--- src/rtl/ecc_syndrome_fixer.sv ---
module ecc_syndrome_fixer #(
  parameter int CNT_W  = 8,
  parameter int OFF_W  = 9,
  parameter int BIT_W  = 3
) (
  input  logic                 clk,
  input  logic                 rst_n,
  input  logic                 start,
  input  logic                 chunk_failed,
  input  logic [2*(OFF_W+BIT_W)-1:0] stored_ecc,
  input  logic [2*(OFF_W+BIT_W)-1:0] calc_ecc,
  input  logic                 page_start,
  output logic                 done,
  output logic [1:0]           status,
  output logic [OFF_W-1:0]     err_byte,
  output logic [BIT_W-1:0]     err_bit,
  output logic [CNT_W-1:0]     corrected_cnt,
  output logic [CNT_W-1:0]     failed_cnt,
  output logic                 max_flips,
  input  logic                 s_valid,
  input  logic [OFF_W-1:0]     s_offset,
  input  logic [(1<<BIT_W)-1:0] s_data,
  output logic                 m_valid,
  output logic [(1<<BIT_W)-1:0] m_data
);
  localparam int HALF_W = OFF_W + BIT_W;
  localparam int CODE_W = 2 * HALF_W;
  localparam int DATA_W = 1 << BIT_W;

  localparam logic [1:0] ST_CLEAN  = 2'd0;
  localparam logic [1:0] ST_DATA   = 2'd1;
  localparam logic [1:0] ST_CODE   = 2'd2;
  localparam logic [1:0] ST_UNCORR = 2'd3;

  logic [HALF_W-1:0] odd_syn, even_syn;
  logic [1:0]        verdict;
  logic              flip_now, fail_now, fix_en, hit;
  logic [DATA_W-1:0] flip_mask;

  assign odd_syn  = stored_ecc[HALF_W-1:0]      ^ calc_ecc[HALF_W-1:0];
  assign even_syn = stored_ecc[CODE_W-1:HALF_W] ^ calc_ecc[CODE_W-1:HALF_W];

  always_comb begin
    if (chunk_failed)                               verdict = ST_UNCORR;
    else if (odd_syn == '0 && even_syn == '0)       verdict = ST_CLEAN;
    else if (odd_syn == ~even_syn)                  verdict = ST_DATA;
    else if ($countones(odd_syn | even_syn) == 1)   verdict = ST_CODE;
    else                                            verdict = ST_UNCORR;
  end

  assign flip_now = start && (verdict == ST_DATA || verdict == ST_CODE);
  assign fail_now = start && (verdict == ST_UNCORR);

  always_ff @(posedge clk or negedge rst_n) begin
    if (!rst_n) begin
      done     <= 1'b0;
      status   <= ST_CLEAN;
      err_byte <= '0;
      err_bit  <= '0;
      fix_en   <= 1'b0;
    end else begin
      done <= start;
      if (start) begin
        status <= verdict;
        if (verdict == ST_DATA) begin
          fix_en   <= 1'b1;
          err_byte <= odd_syn[HALF_W-1:BIT_W];
          err_bit  <= odd_syn[BIT_W-1:0];
        end else begin
          fix_en   <= 1'b0;
          err_byte <= '0;
          err_bit  <= '0;
        end
      end
    end
  end

  always_ff @(posedge clk or negedge rst_n) begin
    if (!rst_n) begin
      corrected_cnt <= '0;
      failed_cnt    <= '0;
      max_flips     <= 1'b0;
    end else if (page_start) begin
      corrected_cnt <= CNT_W'(flip_now);
      failed_cnt    <= CNT_W'(fail_now);
      max_flips     <= flip_now;
    end else begin
      if (flip_now) corrected_cnt <= corrected_cnt + CNT_W'(1);
      if (fail_now) failed_cnt    <= failed_cnt + CNT_W'(1);
      if (flip_now) max_flips     <= 1'b1;
    end
  end

  assign flip_mask = DATA_W'(1) << err_bit;
  assign hit       = s_valid && fix_en && (s_offset == err_byte);

  always_ff @(posedge clk or negedge rst_n) begin
    if (!rst_n) begin
      m_valid <= 1'b0;
      m_data  <= '0;
    end else begin
      m_valid <= s_valid;
      m_data  <= hit ? (s_data ^ flip_mask) : s_data;
    end
  end

  p_done_follows_r9: assert property (@(posedge clk) disable iff (!rst_n)
    start |=> done);
  p_done_idle_r9: assert property (@(posedge clk) disable iff (!rst_n)
    !start |=> !done);
  p_fail_step_r5: assert property (@(posedge clk) disable iff (!rst_n)
    start && !page_start && chunk_failed |=> failed_cnt == CNT_W'($past(failed_cnt) + CNT_W'(1)));
  p_max_hold_r8: assert property (@(posedge clk) disable iff (!rst_n)
    max_flips && !page_start |=> max_flips);
  p_pass_r10: assert property (@(posedge clk) disable iff (!rst_n)
    s_valid && !(fix_en && s_offset == err_byte) |=> m_valid && m_data == $past(s_data));
  p_one_flip_r10: assert property (@(posedge clk) disable iff (!rst_n)
    s_valid && fix_en && s_offset == err_byte |=> $countones(m_data ^ $past(s_data)) == 1);
  p_code_only_r4: assert property (@(posedge clk) disable iff (!rst_n)
    done && status == ST_CODE |-> !fix_en);
endmodule

--- config.mk ---
export PLATFORM = sky130hd
export DESIGN_NAME = ecc_syndrome_fixer
export DESIGN_NICKNAME = d
export VERILOG_FILES = /design/src/rtl/ecc_syndrome_fixer.sv
export SDC_FILE = /design/constraint.sdc
export NUM_CORES = 1
export LEC_CHECK = 0
export ABC_AREA = 1
export BUFFER_PORTS_ARGS = -buffer_cell sky130_fd_sc_hd__clkbuf_2
export CORE_UTILIZATION = 47
export DETAILED_ROUTE_END_ITERATION = 10
export HOLD_SLACK_MARGIN = 0.02
export PLACE_DENSITY = 0.76
export SKIP_CTS_REPAIR_TIMING = 1
export SLEW_MARGIN = 30
export SYNTH_ARGS = -nofsm -noshare
export SYNTH_HDL_FRONTEND = slang
export SYNTH_SLANG_ARGS = --single-unit
--- constraint.sdc ---
create_clock -name clk -period 1.6 [get_ports clk]
set_input_delay 0.08 -clock clk [delete_from_list [all_inputs] [get_ports clk]]
set_output_delay 0.08 -clock clk [all_outputs]
set_load 0.01 [all_outputs]
# Yosys cells after proc, flatten, opt, wreduce, memory -nomap -nowiden
# Index checks and enable logic that the tools add are counted.
dict set report totals {
  register_bits 42
  wordCells 59
  out_inout_bits 41
  in_bits 71
}
dict set report classes {
  n_shift 1
  mux 14
  addsub 13
  reduce_logical 10
  n_eq_ne 6
  bitwise 5
}
# op n
set op_table {}
lappend op_table {{two-way mux 8 bit} 5}
lappend op_table {{logical NOT 12 bit} 2}
lappend op_table {{bitwise XOR 12 bit} 2}
lappend op_table {{adder 8 x 1 -> 8 bit, second input constant} 2}
lappend op_table {{adder 1 x 1 -> 2 bit} 6}
lappend op_table {{== test 12 bit} 1}
lappend op_table {{NOT 12 bit} 1}
lappend op_table {{bitwise OR 12 bit} 1}
lappend op_table {{adder 2 x 2 -> 3 bit} 3}
lappend op_table {{== test 9 bit} 1}
lappend op_table {{two-way mux 9 bit} 1}
lappend op_table {{left shift 1 x 3 -> 8 bit, first input constant} 1}
lappend op_table {{bitwise XOR 8 bit} 1}
lappend op_table {{two-way mux 2 bit} 3}
lappend op_table {{adder 4 x 3 -> 5 bit} 1}
lappend op_table {{== test 5 x 1 -> 1 bit, second input constant} 1}
lappend op_table {{logical AND 1 bit} 5}
lappend op_table {{adder 3 x 3 -> 4 bit} 1}
lappend op_table {{== test 2 bit, second input constant} 2}
lappend op_table {{two-way mux 1 bit} 4}
lappend op_table {{nonzero test 2 bit} 2}
lappend op_table {{two-way mux 3 bit} 1}
lappend op_table {{== test 2 x 1 -> 1 bit, second input constant} 1}
lappend op_table {{logical OR 1 bit} 1}

# Logic depth before layout (Yosys ltp)
# Gate-level depths: netlist of the first run.
dict set report logic_depth {
  word_depth 16
  mapped_depth 29
  ltp_nobuf 29
}

# Worst setup path before layout of the first run
# Ideal clock, no wire load.
dict set report synth_timing {
  path_type {input to register}
  startpoint {input stored_ecc[3]}
  endpoint {register corrected_cnt[7]}
  setup_slack_ps -3104
  stages 27
  arrival_time_ps 4583
  cell_sequence {inv_1 > nand2_1 > nand2_1 > inv_1 > ha_1 > fa_1 > fa_1 > fa_1 > inv_1 > fa_1 > ha_1 > inv_1 > fa_1 > nand2_1 > nor3_1 > nand3_1 > nand2_1 > nand2_1 > ha_1 > inv_1 > nand2_2 > nor2_2 > nand2_1 > nor2_1 > nand2_1 > nor3b_2 > nor3_2}
}
dict set report synth_between {
  elab_chain_cells 15
}
# element line
set synth_rtl {}
lappend synth_rtl {{start: declaration} 10} ;# input logic [2*(OFF_W+BIT_W)-1:0] stored_ecc,
lappend synth_rtl {{bitwise XOR 12 bit (*)} 40} ;# assign odd_syn = stored_ecc[HALF_W-1:0] ^ calc_ecc[HALF_W-1:0];
lappend synth_rtl {{bitwise OR 12 bit} 47} ;# else if ($countones(odd_syn | even_syn) == 1) verdict = ST_CODE;
lappend synth_rtl {{adder 1 x 1 -> 2 bit (not written as such)} 47}
lappend synth_rtl {{adder 2 x 2 -> 3 bit (not written as such)} 47}
lappend synth_rtl {{adder 3 x 3 -> 4 bit (not written as such)} 47}
lappend synth_rtl {{adder 4 x 3 -> 5 bit (not written as such)} 47}
lappend synth_rtl {{== test 5 x 1 -> 1 bit} 47}
lappend synth_rtl {{two-way mux 1 bit} 47}
lappend synth_rtl {{two-way mux 2 bit} 46} ;# else if (odd_syn == ~even_syn) verdict = ST_DATA;
lappend synth_rtl {{two-way mux 2 bit (*)} 45} ;# else if (odd_syn == '0 && even_syn == '0) verdict = ST_CLEAN;
lappend synth_rtl {{two-way mux 2 bit (*)} 44} ;# if (chunk_failed) verdict = ST_UNCORR;
lappend synth_rtl {{via verdict[0]} 36} ;# logic [1:0] verdict;
lappend synth_rtl {{== test 2 x 1 -> 1 bit / == test 2 bit (equally long branches)} 51} ;# assign flip_now = start && (verdict == ST_DATA || verdict == ST_CODE);
lappend synth_rtl {{logical OR 1 bit (*)} 51}
lappend synth_rtl {{logical AND 1 bit (*)} 51}
lappend synth_rtl {{nonzero test 2 bit (no line) (*)} --}
lappend synth_rtl {{end signal: assignment} 84} ;# corrected_cnt <= CNT_W'(flip_now);
lappend synth_rtl {{end signal: assignment} 88} ;# if (flip_now) corrected_cnt <= corrected_cnt + CNT_W'(1);
lappend synth_rtl {{end: declaration} 17} ;# output logic [CNT_W-1:0] corrected_cnt,
# Mark *: on every way through the listed nets, which the timed path passes. The rest lies on a longest branch.
# A chain may end at the register's enable or synchronous reset.

# Worst setup path in the final report of the first run
dict set report layout_timing {
  startpoint {input calc_ecc[1]}
  endpoint {register corrected_cnt[7]}
}
dict set report layout_between {
  elab_chain_cells 15
}
# element line
set layout_rtl {}
lappend layout_rtl {{start: declaration} 11} ;# input logic [2*(OFF_W+BIT_W)-1:0] calc_ecc,
lappend layout_rtl {{bitwise XOR 12 bit (*)} 40}
lappend layout_rtl {{bitwise OR 12 bit} 47}
lappend layout_rtl {{adder 1 x 1 -> 2 bit (not written as such)} 47}
lappend layout_rtl {{adder 2 x 2 -> 3 bit (not written as such)} 47}
lappend layout_rtl {{adder 3 x 3 -> 4 bit (not written as such)} 47}
lappend layout_rtl {{adder 4 x 3 -> 5 bit (not written as such)} 47}
lappend layout_rtl {{== test 5 x 1 -> 1 bit} 47}
lappend layout_rtl {{two-way mux 1 bit} 47}
lappend layout_rtl {{two-way mux 2 bit} 46}
lappend layout_rtl {{two-way mux 2 bit (*)} 45}
lappend layout_rtl {{two-way mux 2 bit (*)} 44}
lappend layout_rtl {{via verdict[0]} 36}
lappend layout_rtl {{== test 2 x 1 -> 1 bit / == test 2 bit (equally long branches)} 51}
lappend layout_rtl {{logical OR 1 bit (*)} 51}
lappend layout_rtl {{logical AND 1 bit (*)} 51}
lappend layout_rtl {{nonzero test 2 bit (no line) (*)} --}
# Marks and branches as above.

==> metrics.md, run 1 <==
| Metric | Value |
|---|---|
| Global-route usage over all layers | 0.216 |
| Sum of net half-perimeters after detailed placement | 5.99 mm |
| Area enclosed by the die boundary | 6930 um2 |
| Number of antenna-violating nets in the routed design | 0 |
| Syn Nets | ~540 |
| DRC violations left | 0 |
| Worst IR drop on VDD | 0.000483 V |
| Row count | 29 |
| Count of flip-flops with a built-in enable after synthesis | 0 |
| Top cells by area, synth | sky130_fd_sc_hd__dfrtp_1 34%, sky130_fd_sc_hd__nand2_1 15%, sky130_fd_sc_hd__inv_1 13% |
| Required time worst endpoint | 1.78 ns |
| Vias/cell | 4.66 |
| Detailed-route wire length | between 7 and 8 mm |
| Number of storage elements in the synthesis netlist | between 40 and 50 |
| Final worst-path cycle share | 2.87 |
| Worst setup SP type | primary input |
| Clock latency reported for the late side of the worst-skew pair | between 0.2 and 0.3 ns |
| Unrepaired setup endpoints after global routing | yes |
| Share of flip-flops with an asynchronous set or reset | 1.00 |
| Crit path setup slack, layout | -2.99 ns |
| Switching power total | ~0.0012 W |
| Antenna violations before repair | 0 |
| Max cap viols | 0 |
| Synthesized area divided by synthesized cell count | between 7 and 8 um2 |
| Root cell of the clock tree | sky130_fd_sc_hd__clkbuf_8 |
| Most frequently used cell type in the post-synthesis netlist | sky130_fd_sc_hd__nand2_1 |
| Pre-Repair DR Iteration Count | 4 |
| Nets@finish | between 600 and 700 |
| Clock tree from TritonCTS | done |
| R2r endpoint | m_data[4] |
| Transition time at the pin with the least slew margin | ~0.52 ns |
| Switching power as a share of total power | 0.353 |
| Via count of the first global-routing pass | 2927 |
| ANT cells | 0 |
| Origin of the worst setup path | calc_ecc[1] |
| Internal | between 0.002 and 0.0025 W |
| Buffers on Ports | between 100 and 150 |
| Placer Congestion | between 0.8 and 0.9 |
| Yosys cell types | 30 |
| Critical path peak fanout | 3 |
| Post-Route Skew | around 0.009 ns |
| Classification of the worst-slack hold path | in2reg |
| Number of warnings reported in the yosys synthesis log | 0 |
| Areal power density over the cells | ~750 nW/um2 |
| Leak | approximately 2.6 nW |
| Leading area contributor after synthesis | sky130_fd_sc_hd__dfrtp_1 |
| Buffer levels on the longest clock path | 2 |
| Number of hold violations in the final report | 0 |
| Layout cell share with drive strength beyond 1 | 0.371 |
| Horizontal die dimension | around 83 um |
| Synthesized area | 3100 um2 |
| Final hold slack | roughly 0.022 ns |
| Type of element capturing the critical path | flip-flop |
| Number of sinks driven by the clock tree | 42 |
| Effective utilization at floorplan | 0.489 |
| Data arrival, critical path | between 4 and 5 ns |
| Number of cells on the worst reg-to-reg path | 10 |
| Vias post-DR | approximately 3100 |
| Synth-to-layout area growth | 42.1% |
| Starting DRC count in detailed routing | 118 |
| DR WL/cell | roughly 11 um |
| Normalized max-slew margin | 0.652 |
| Largest net degree at the start of global routing | between 40 and 50 |
| List of most frequent post-synthesis cells | 124 x sky130_fd_sc_hd__nand2_1, 108 x sky130_fd_sc_hd__inv_1, 47 x sky130_fd_sc_hd__nor2_1 |
| Global-route congestion overflow total | 0 |
| End point of the critical path | corrected_cnt[7] |
| Clock-pin slew reported for the worst setup and hold paths after clock tree synthesis | 0.08 ns |
| Outcome | finished with violations |
| Post-synth top area share | 0.339 |
| Maximum operating frequency | between 200 and 250 MHz |
| Placeable core region | 6350 um2 |
| Number of placed I/O pins | 112 |
| Number of CTS-inserted buffers | 5 |
| Instance count of the mapped netlist | 440 |
| Wire length of the first global-routing pass | about 12 mm |
| Clock period minus worst slack | between 4 and 5 ns |
| Count of H-tree levels built during CTS | 2 |
| Total power after layout | between 0.003 and 0.004 W |
| Overall die height | around 83 um |
| Reg power frac | 0.357 |
| Fin. max-slew vios | 0 |
| Startpoint of the worst-slack reg-to-reg timing path | err_byte[1] |
| Number of instances on the worst hold path | 3 |
| Sequential element share of the synthesized area | 0.339 |
| Comb power frac | 0.429 |
| Worst setup slack for register-to-register paths | 0.15 ns |
| # setup viols final | 31 |
| Synth Flop Type | sky130_fd_sc_hd__dfrtp_1 |
| Violated checks | negative setup slack |
| Class of the most critical setup path | in2reg |
| Part of the power in the clock network | 0.214 |
==> worst min path at each step <==
stage	start	end	slack, ns
floorplan	rst_n	corrected_cnt[0]	-0.22
finish	s_data[5]	m_data[5]	0.02
global placement	rst_n	failed_cnt[5]	0.17
detailed placement	rst_n	failed_cnt[6]	0.18
global route	s_data[5]	m_data[5]	0.02
CTS	rst_n	failed_cnt[6]	-0.14
==> sequential cells by signal, summed over array words and instances, names as in the netlist <==
signal	count
m_data	8
failed_cnt	8
m_valid	1
done	1
err_byte	9
status	2
err_bit	3
max_flips	1
corrected_cnt	8
fix_en	1
==> per-layer routing <==
layer  up-vias  track usage  part of all wire
li1       1631            -                 -
met1      1386        0.251              0.40
met2       108        0.405              0.52
met3        12       0.0288             0.058
met4         0       0.0705             0.020
met5         -            0                 0
==> power groups by stage <==
stage          sequential [W]  combinational, W  clock [W]
2_1_floorplan         0.00122          0.000720          0
3_3_place_gp          0.00119           0.00119          0
4_1_cts               0.00117           0.00129   0.000715
5_1_grt               0.00118           0.00160   0.000766
3_5_place_dp          0.00119           0.00128          0
6_report              0.00117           0.00141   0.000705
==> stage by stage <==
stage | cell area [um2] | setup slack, ns | instances | setup TNS, ns | utilization
4_1_cts | 4180 | -3.07 | 666 | -84.14 | 0.658
3_3_place_gp | 4080 | -3.23 | 658 | -89.04 | 0.643
2_1_floorplan | 3200 | -3.00 | 440 | -77.98 | -
5_1_grt | 4410 | -3.25 | 673 | -88.81 | 0.695
3_5_place_dp | 4080 | -3.41 | 658 | -94.55 | 0.643
6_report | 4410 | -2.99 | 673 | -82.03 | 0.695
==> critical path, stage by stage <==
cell                      delay, ns
sky130_fd_sc_hd__buf_6         0.09
sky130_fd_sc_hd__xor2_2        0.17
sky130_fd_sc_hd__inv_1         0.08
sky130_fd_sc_hd__ha_2          0.19
sky130_fd_sc_hd__fa_1          0.54
sky130_fd_sc_hd__fa_1          0.44
sky130_fd_sc_hd__fa_1          0.49
sky130_fd_sc_hd__inv_1         0.05
sky130_fd_sc_hd__fa_1          0.49
sky130_fd_sc_hd__ha_2          0.19
sky130_fd_sc_hd__inv_2         0.04
sky130_fd_sc_hd__fa_1          0.48
sky130_fd_sc_hd__nand2_1       0.07
sky130_fd_sc_hd__nor3_2        0.19
sky130_fd_sc_hd__nand3_1       0.08
sky130_fd_sc_hd__nand2_1       0.08
sky130_fd_sc_hd__nand2_2       0.08
sky130_fd_sc_hd__ha_4          0.24
sky130_fd_sc_hd__inv_2         0.06
sky130_fd_sc_hd__nand2_4       0.05
sky130_fd_sc_hd__nor2_4        0.09
sky130_fd_sc_hd__nand2_1       0.07
sky130_fd_sc_hd__nor2_2        0.13
sky130_fd_sc_hd__nand2_2       0.08
sky130_fd_sc_hd__nor3b_2       0.17
sky130_fd_sc_hd__nor3_2        0.06
==> kinds of logic (layout without fill, tap and decap cells) <==
group                    after synthesis  in the layout  share of synthesized area
flip-flops                            42             42                      0.339
buffers and inverters                113            269                      0.140
XOR/XNOR                              16             16                     0.0452
adder cells (fa/ha/maj)               28             28                      0.130
AO/OA/AOI/OAI                         43             43                     0.0863
AND/OR/NAND/NOR                      198            198                      0.260
==> layout by cell type, fill, tap and decap left out, types with 2 or more instances in the layout <==
cell type,synthesis,final
sky130_fd_sc_hd__a211oi_1,2,2
sky130_fd_sc_hd__a21oi_1,11,10
sky130_fd_sc_hd__a31oi_1,2,2
sky130_fd_sc_hd__buf_4,0,34
sky130_fd_sc_hd__buf_6,1,6
sky130_fd_sc_hd__clkbuf_2,0,109
sky130_fd_sc_hd__clkbuf_8,0,6
sky130_fd_sc_hd__clkinv_2,0,2
sky130_fd_sc_hd__dfrtp_1,42,42
sky130_fd_sc_hd__dlygate4sd3_1,0,3
sky130_fd_sc_hd__fa_1,7,7
sky130_fd_sc_hd__ha_1,21,11
sky130_fd_sc_hd__ha_2,0,6
sky130_fd_sc_hd__ha_4,0,4
sky130_fd_sc_hd__inv_1,108,99
sky130_fd_sc_hd__inv_2,0,7
sky130_fd_sc_hd__inv_8,0,2
sky130_fd_sc_hd__nand2_1,124,115
sky130_fd_sc_hd__nand2_2,3,6
sky130_fd_sc_hd__nand2_4,0,5
sky130_fd_sc_hd__nand3_1,11,10
sky130_fd_sc_hd__nand3_2,1,2
sky130_fd_sc_hd__nand4_1,3,3
sky130_fd_sc_hd__nor2_1,47,41
sky130_fd_sc_hd__nor2_2,1,5
sky130_fd_sc_hd__nor2_4,0,2
sky130_fd_sc_hd__nor3_2,1,3
sky130_fd_sc_hd__o21ai_0,11,2
sky130_fd_sc_hd__o21ai_1,0,6
sky130_fd_sc_hd__o21ai_2,8,11
sky130_fd_sc_hd__o22ai_1,7,4
sky130_fd_sc_hd__o22ai_2,0,2
sky130_fd_sc_hd__or2_2,2,2
sky130_fd_sc_hd__xnor2_1,7,7
sky130_fd_sc_hd__xor2_1,9,7
sky130_fd_sc_hd__xor2_2,0,2
==> cell type report <==
type	instances	area, um2
Clock buffer	7	86.3
Sequential cell	42	1050
Timing Repair Buffer	152	898
Clock inverter	1	5.00
Fill cell	525	1940
Inverter	109	425
Tap cell	77	96.3
Multi-Input combinational cell	285	1850
Note: power is estimated with default switching activity, not from simulation.
==> run 2, diff against run 1 <==
--- a/config.mk
+++ b/config.mk
@@ -7,10 +7,10 @@
 export LEC_CHECK = 0
 export ABC_AREA = 1
 export BUFFER_PORTS_ARGS = -buffer_cell sky130_fd_sc_hd__clkbuf_2
-export CORE_UTILIZATION = 47
+export CORE_UTILIZATION = 50
 export DETAILED_ROUTE_END_ITERATION = 10
 export HOLD_SLACK_MARGIN = 0.02
-export PLACE_DENSITY = 0.76
+export PLACE_DENSITY = 0.8
 export SKIP_CTS_REPAIR_TIMING = 1
 export SLEW_MARGIN = 30
 export SYNTH_ARGS = -nofsm -noshare
==> constraint.sdc (replaced) <==
create_clock -name clk -period 4.7 [get_ports clk]
set_input_delay 0.235 -clock clk [delete_from_list [all_inputs] [get_ports clk]]
set_output_delay 0.235 -clock clk [all_outputs]
set_load 0.01 [all_outputs]
==> metrics.md, run 2 (same netlist as run 1, synthesis figures left out) <==
| Metric | Value |
|---|---|
| Layout cell share with drive strength beyond 1 | 0.323 (was 0.371) |
| Placed Instance Area | 3830 um2 (was 4080 um2) |
| Post-route cell area | 4130 um2 (was 4410 um2) |
| Clock latency reported for the late side of the worst-skew pair | 0.30 ns (was 0.29 ns) |
| Effective utilization at floorplan | 0.521 (was 0.489) |
| Transition time at the pin with the least slew margin | 0.568 ns (was 0.522 ns) |
| DRC violations left | 0 (unchanged) |
| Worst IR drop on VDD | 0.000183 V (was 0.000483 V) |
| Clock period minus worst slack | approximately 4.8 ns |
| Worst setup SP type | primary input (unchanged) |
| Type of element capturing the critical path | flip-flop (unchanged) |
| Final hold slack | 0.0723 ns (was 0.0224 ns) |
| Pre-Repair DR Iteration Count | 4 (unchanged) |
| Largest register by flop count | err_byte (unchanged) |
| Max reg flops | 9 (unchanged) |
| Row count | 28 (was 29) |
| Switching power as a share of total power | 0.343 (was 0.353) |
| Largest net degree at the start of global routing | 43 (unchanged) |
| Comb power frac | 0.403 (was 0.429) |
| Pre-CTS setup slack | -0.486 ns (was -3.41 ns) |
| Leak | 2.48 nW (was 2.60 nW) |
| Global-route congestion overflow total | 0 (unchanged) |
| Synth-to-layout area growth | 33.2% (was 42.1%) |
| Nets@finish | 673 (was 694) |
| Most common cell after layout, fill and taps aside | sky130_fd_sc_hd__nand2_1 (unchanged) |
| Number of placed I/O pins | 112 (unchanged) |
| Placeable core region | 5960 um2 (was 6350 um2) |
| Unrepaired setup endpoints after global routing | yes (unchanged) |
| Source of the worst hold timing path | s_valid (was s_data[5]) |
| Area enclosed by the die boundary | 6520 um2 (was 6930 um2) |
| Critical path peak fanout | 2 (was 3) |
| Outcome | finished with violations (unchanged) |
| Overall die height | 80.8 um (was 83.3 um) |
| Number of CTS-inserted buffers | 5 (unchanged) |
| Crit path setup slack, layout | -0.0779 ns (was -2.99 ns) |
| Maximum operating frequency | 209 MHz |
| Max cap viols | 0 (unchanged) |
| # setup viols final | 4 (was 31) |
| Clock-pin slew reported for the worst setup and hold paths after clock tree synthesis | 0.08 ns (about the same) |
| DR WL/cell | 11.5 um (was 11.1 um) |
| Utilization after layout | 0.694 (was 0.695) |
| Post-Route Skew | 0.00340 ns (was 0.00917 ns) |
| Startpoint of the worst-slack reg-to-reg timing path | err_byte[6] (was err_byte[1]) |
| Switching power total | 0.000386 W (was 0.00116 W) |
| Vias/cell | 4.77 (was 4.66) |
| Antenna violations before repair | 0 (unchanged) |
| Origin of the worst setup path | stored_ecc[1] (was calc_ecc[1]) |
| Top library cells by usage in the layout, fill and taps aside | 117 x sky130_fd_sc_hd__nand2_1, 108 x sky130_fd_sc_hd__clkbuf_2, 98 x sky130_fd_sc_hd__inv_1 (was 115 x sky130_fd_sc_hd__nand2_1, 109 x sky130_fd_sc_hd__clkbuf_2, 99 x sky130_fd_sc_hd__inv_1) |
| Wire length of the first global-routing pass | 12.1 mm (was 12.3 mm) |
| Data arrival, critical path | 4.96 ns (was 4.77 ns) |
| Part of the power in the clock network | 0.240 (was 0.214) |
| Root cell of the clock tree | sky130_fd_sc_hd__clkbuf_8 (unchanged) |
| Required time worst endpoint | 4.89 ns (was 1.78 ns) |
| Violated checks | negative setup slack (unchanged) |
| Sum of net half-perimeters after detailed placement | 5.84 mm (was 5.99 mm) |
| Placer Congestion | 0.873 (was 0.811) |
| Buffer levels on the longest clock path | 2 (unchanged) |
| Normalized max-slew margin | 0.622 (was 0.652) |
| Clock tree from TritonCTS | done (unchanged) |
| Classification of the worst-slack hold path | in2reg (unchanged) |
| ANT cells | 0 (unchanged) |
| Reg power frac | 0.356 (was 0.357) |
| Buffers on Ports | 111 (unchanged) |
| Total power after layout | 0.00113 W (was 0.00329 W) |
| Detailed-route wire length | 7.46 mm (was 7.44 mm) |
| Horizontal die dimension | 80.8 um (was 83.3 um) |
| Areal power density over the cells | 273 nW/um2 (was 745 nW/um2) |
| Starting DRC count in detailed routing | 112 (was 118) |
| Number of sinks driven by the clock tree | 42 (unchanged) |
| Internal | 0.000740 W (was 0.00213 W) |
| Number of antenna-violating nets in the routed design | 0 (unchanged) |
| Class of the most critical setup path | in2reg (unchanged) |
| Count of H-tree levels built during CTS | 2 (unchanged) |
| Fin. max-slew vios | 0 (unchanged) |
| Final worst-path cycle share | 1.02 |
| Vias post-DR | 3099 (was 3137) |
| Global-route usage over all layers | 0.238 (was 0.216) |
| Via count of the first global-routing pass | 2914 (was 2927) |
| Number of hold violations in the final report | 0 (unchanged) |
run 2: routing by layer:
| metal | GRT usage | up-vias | wire length [um] |
|---|---|---|---|
| li1 | - | 1590 | - |
| met1 | 0.261 | 1384 | 2980 |
| met2 | 0.453 | 106 | 3880 |
| met3 | 0.0326 | 19 | 359 |
| met4 | 0.105 | 0 | 232 |
| met5 | 0 | - | 0 |
run 2: worst max-delay path, cell delays in order:
cell                      delay [ns]
sky130_fd_sc_hd__buf_8          0.10
sky130_fd_sc_hd__xor2_4         0.16
sky130_fd_sc_hd__inv_2          0.07
sky130_fd_sc_hd__ha_4           0.16
sky130_fd_sc_hd__fa_1           0.59
sky130_fd_sc_hd__fa_1           0.46
sky130_fd_sc_hd__fa_1           0.54
sky130_fd_sc_hd__inv_2          0.04
sky130_fd_sc_hd__fa_1           0.50
sky130_fd_sc_hd__ha_2           0.18
sky130_fd_sc_hd__inv_2          0.04
sky130_fd_sc_hd__fa_1           0.49
sky130_fd_sc_hd__nand2_1        0.06
sky130_fd_sc_hd__nor3_2         0.16
sky130_fd_sc_hd__nand3_1        0.08
sky130_fd_sc_hd__nand2_1        0.08
sky130_fd_sc_hd__nand2_2        0.08
sky130_fd_sc_hd__ha_4           0.22
sky130_fd_sc_hd__inv_4          0.05
sky130_fd_sc_hd__nand2_4        0.04
sky130_fd_sc_hd__nor2_4         0.12
sky130_fd_sc_hd__nand2_2        0.07
sky130_fd_sc_hd__nor2_4         0.12
sky130_fd_sc_hd__nand2_2        0.07
sky130_fd_sc_hd__nor3b_2        0.18
sky130_fd_sc_hd__nor3_2         0.05
run 2: power groups by stage:
stage          logic, W  registers [W]  clock network [W]
2_1_floorplan  0.000229       0.000415                  0
3_3_place_gp   0.000368       0.000407                  0
3_5_place_dp   0.000394       0.000408                  0
4_1_cts        0.000397       0.000401           0.000275
5_1_grt        0.000519       0.000405           0.000290
6_report       0.000454       0.000402           0.000271
run 2: through the flow:
stage / setup TNS (ns) / instances
2_1_floorplan: -0.134 / 440
3_3_place_gp: -1.45 / 635
3_5_place_dp: -4.42 / 635
4_1_cts: -0.208 / 643
5_1_grt: -2.89 / 650
6_report: -0.198 / 650
run 2: cell type report:
| type | count | area, um2 |
|---|---|---|
| Clock buffer | 8 | 110 |
| Fill cell | 501 | 1820 |
| Inverter | 109 | 412 |
| Multi-Input combinational cell | 285 | 1740 |
| Sequential cell | 42 | 1050 |
| Tap cell | 75 | 93.8 |
| Timing Repair Buffer | 131 | 727 |
run 2: final timing paths:
kind	to	slack (ns)	cells past startpoint
worst max-delay path	corrected_cnt[7]	-0.08	26
worst min-delay path	m_valid	0.07	1
worst max register to register	m_data[1]	3.03	7
worst min register to register	fix_en	0.48	2
max in group asynchronous	m_data[3]	3.82	2
min in group asynchronous	failed_cnt[4]	0.49	2
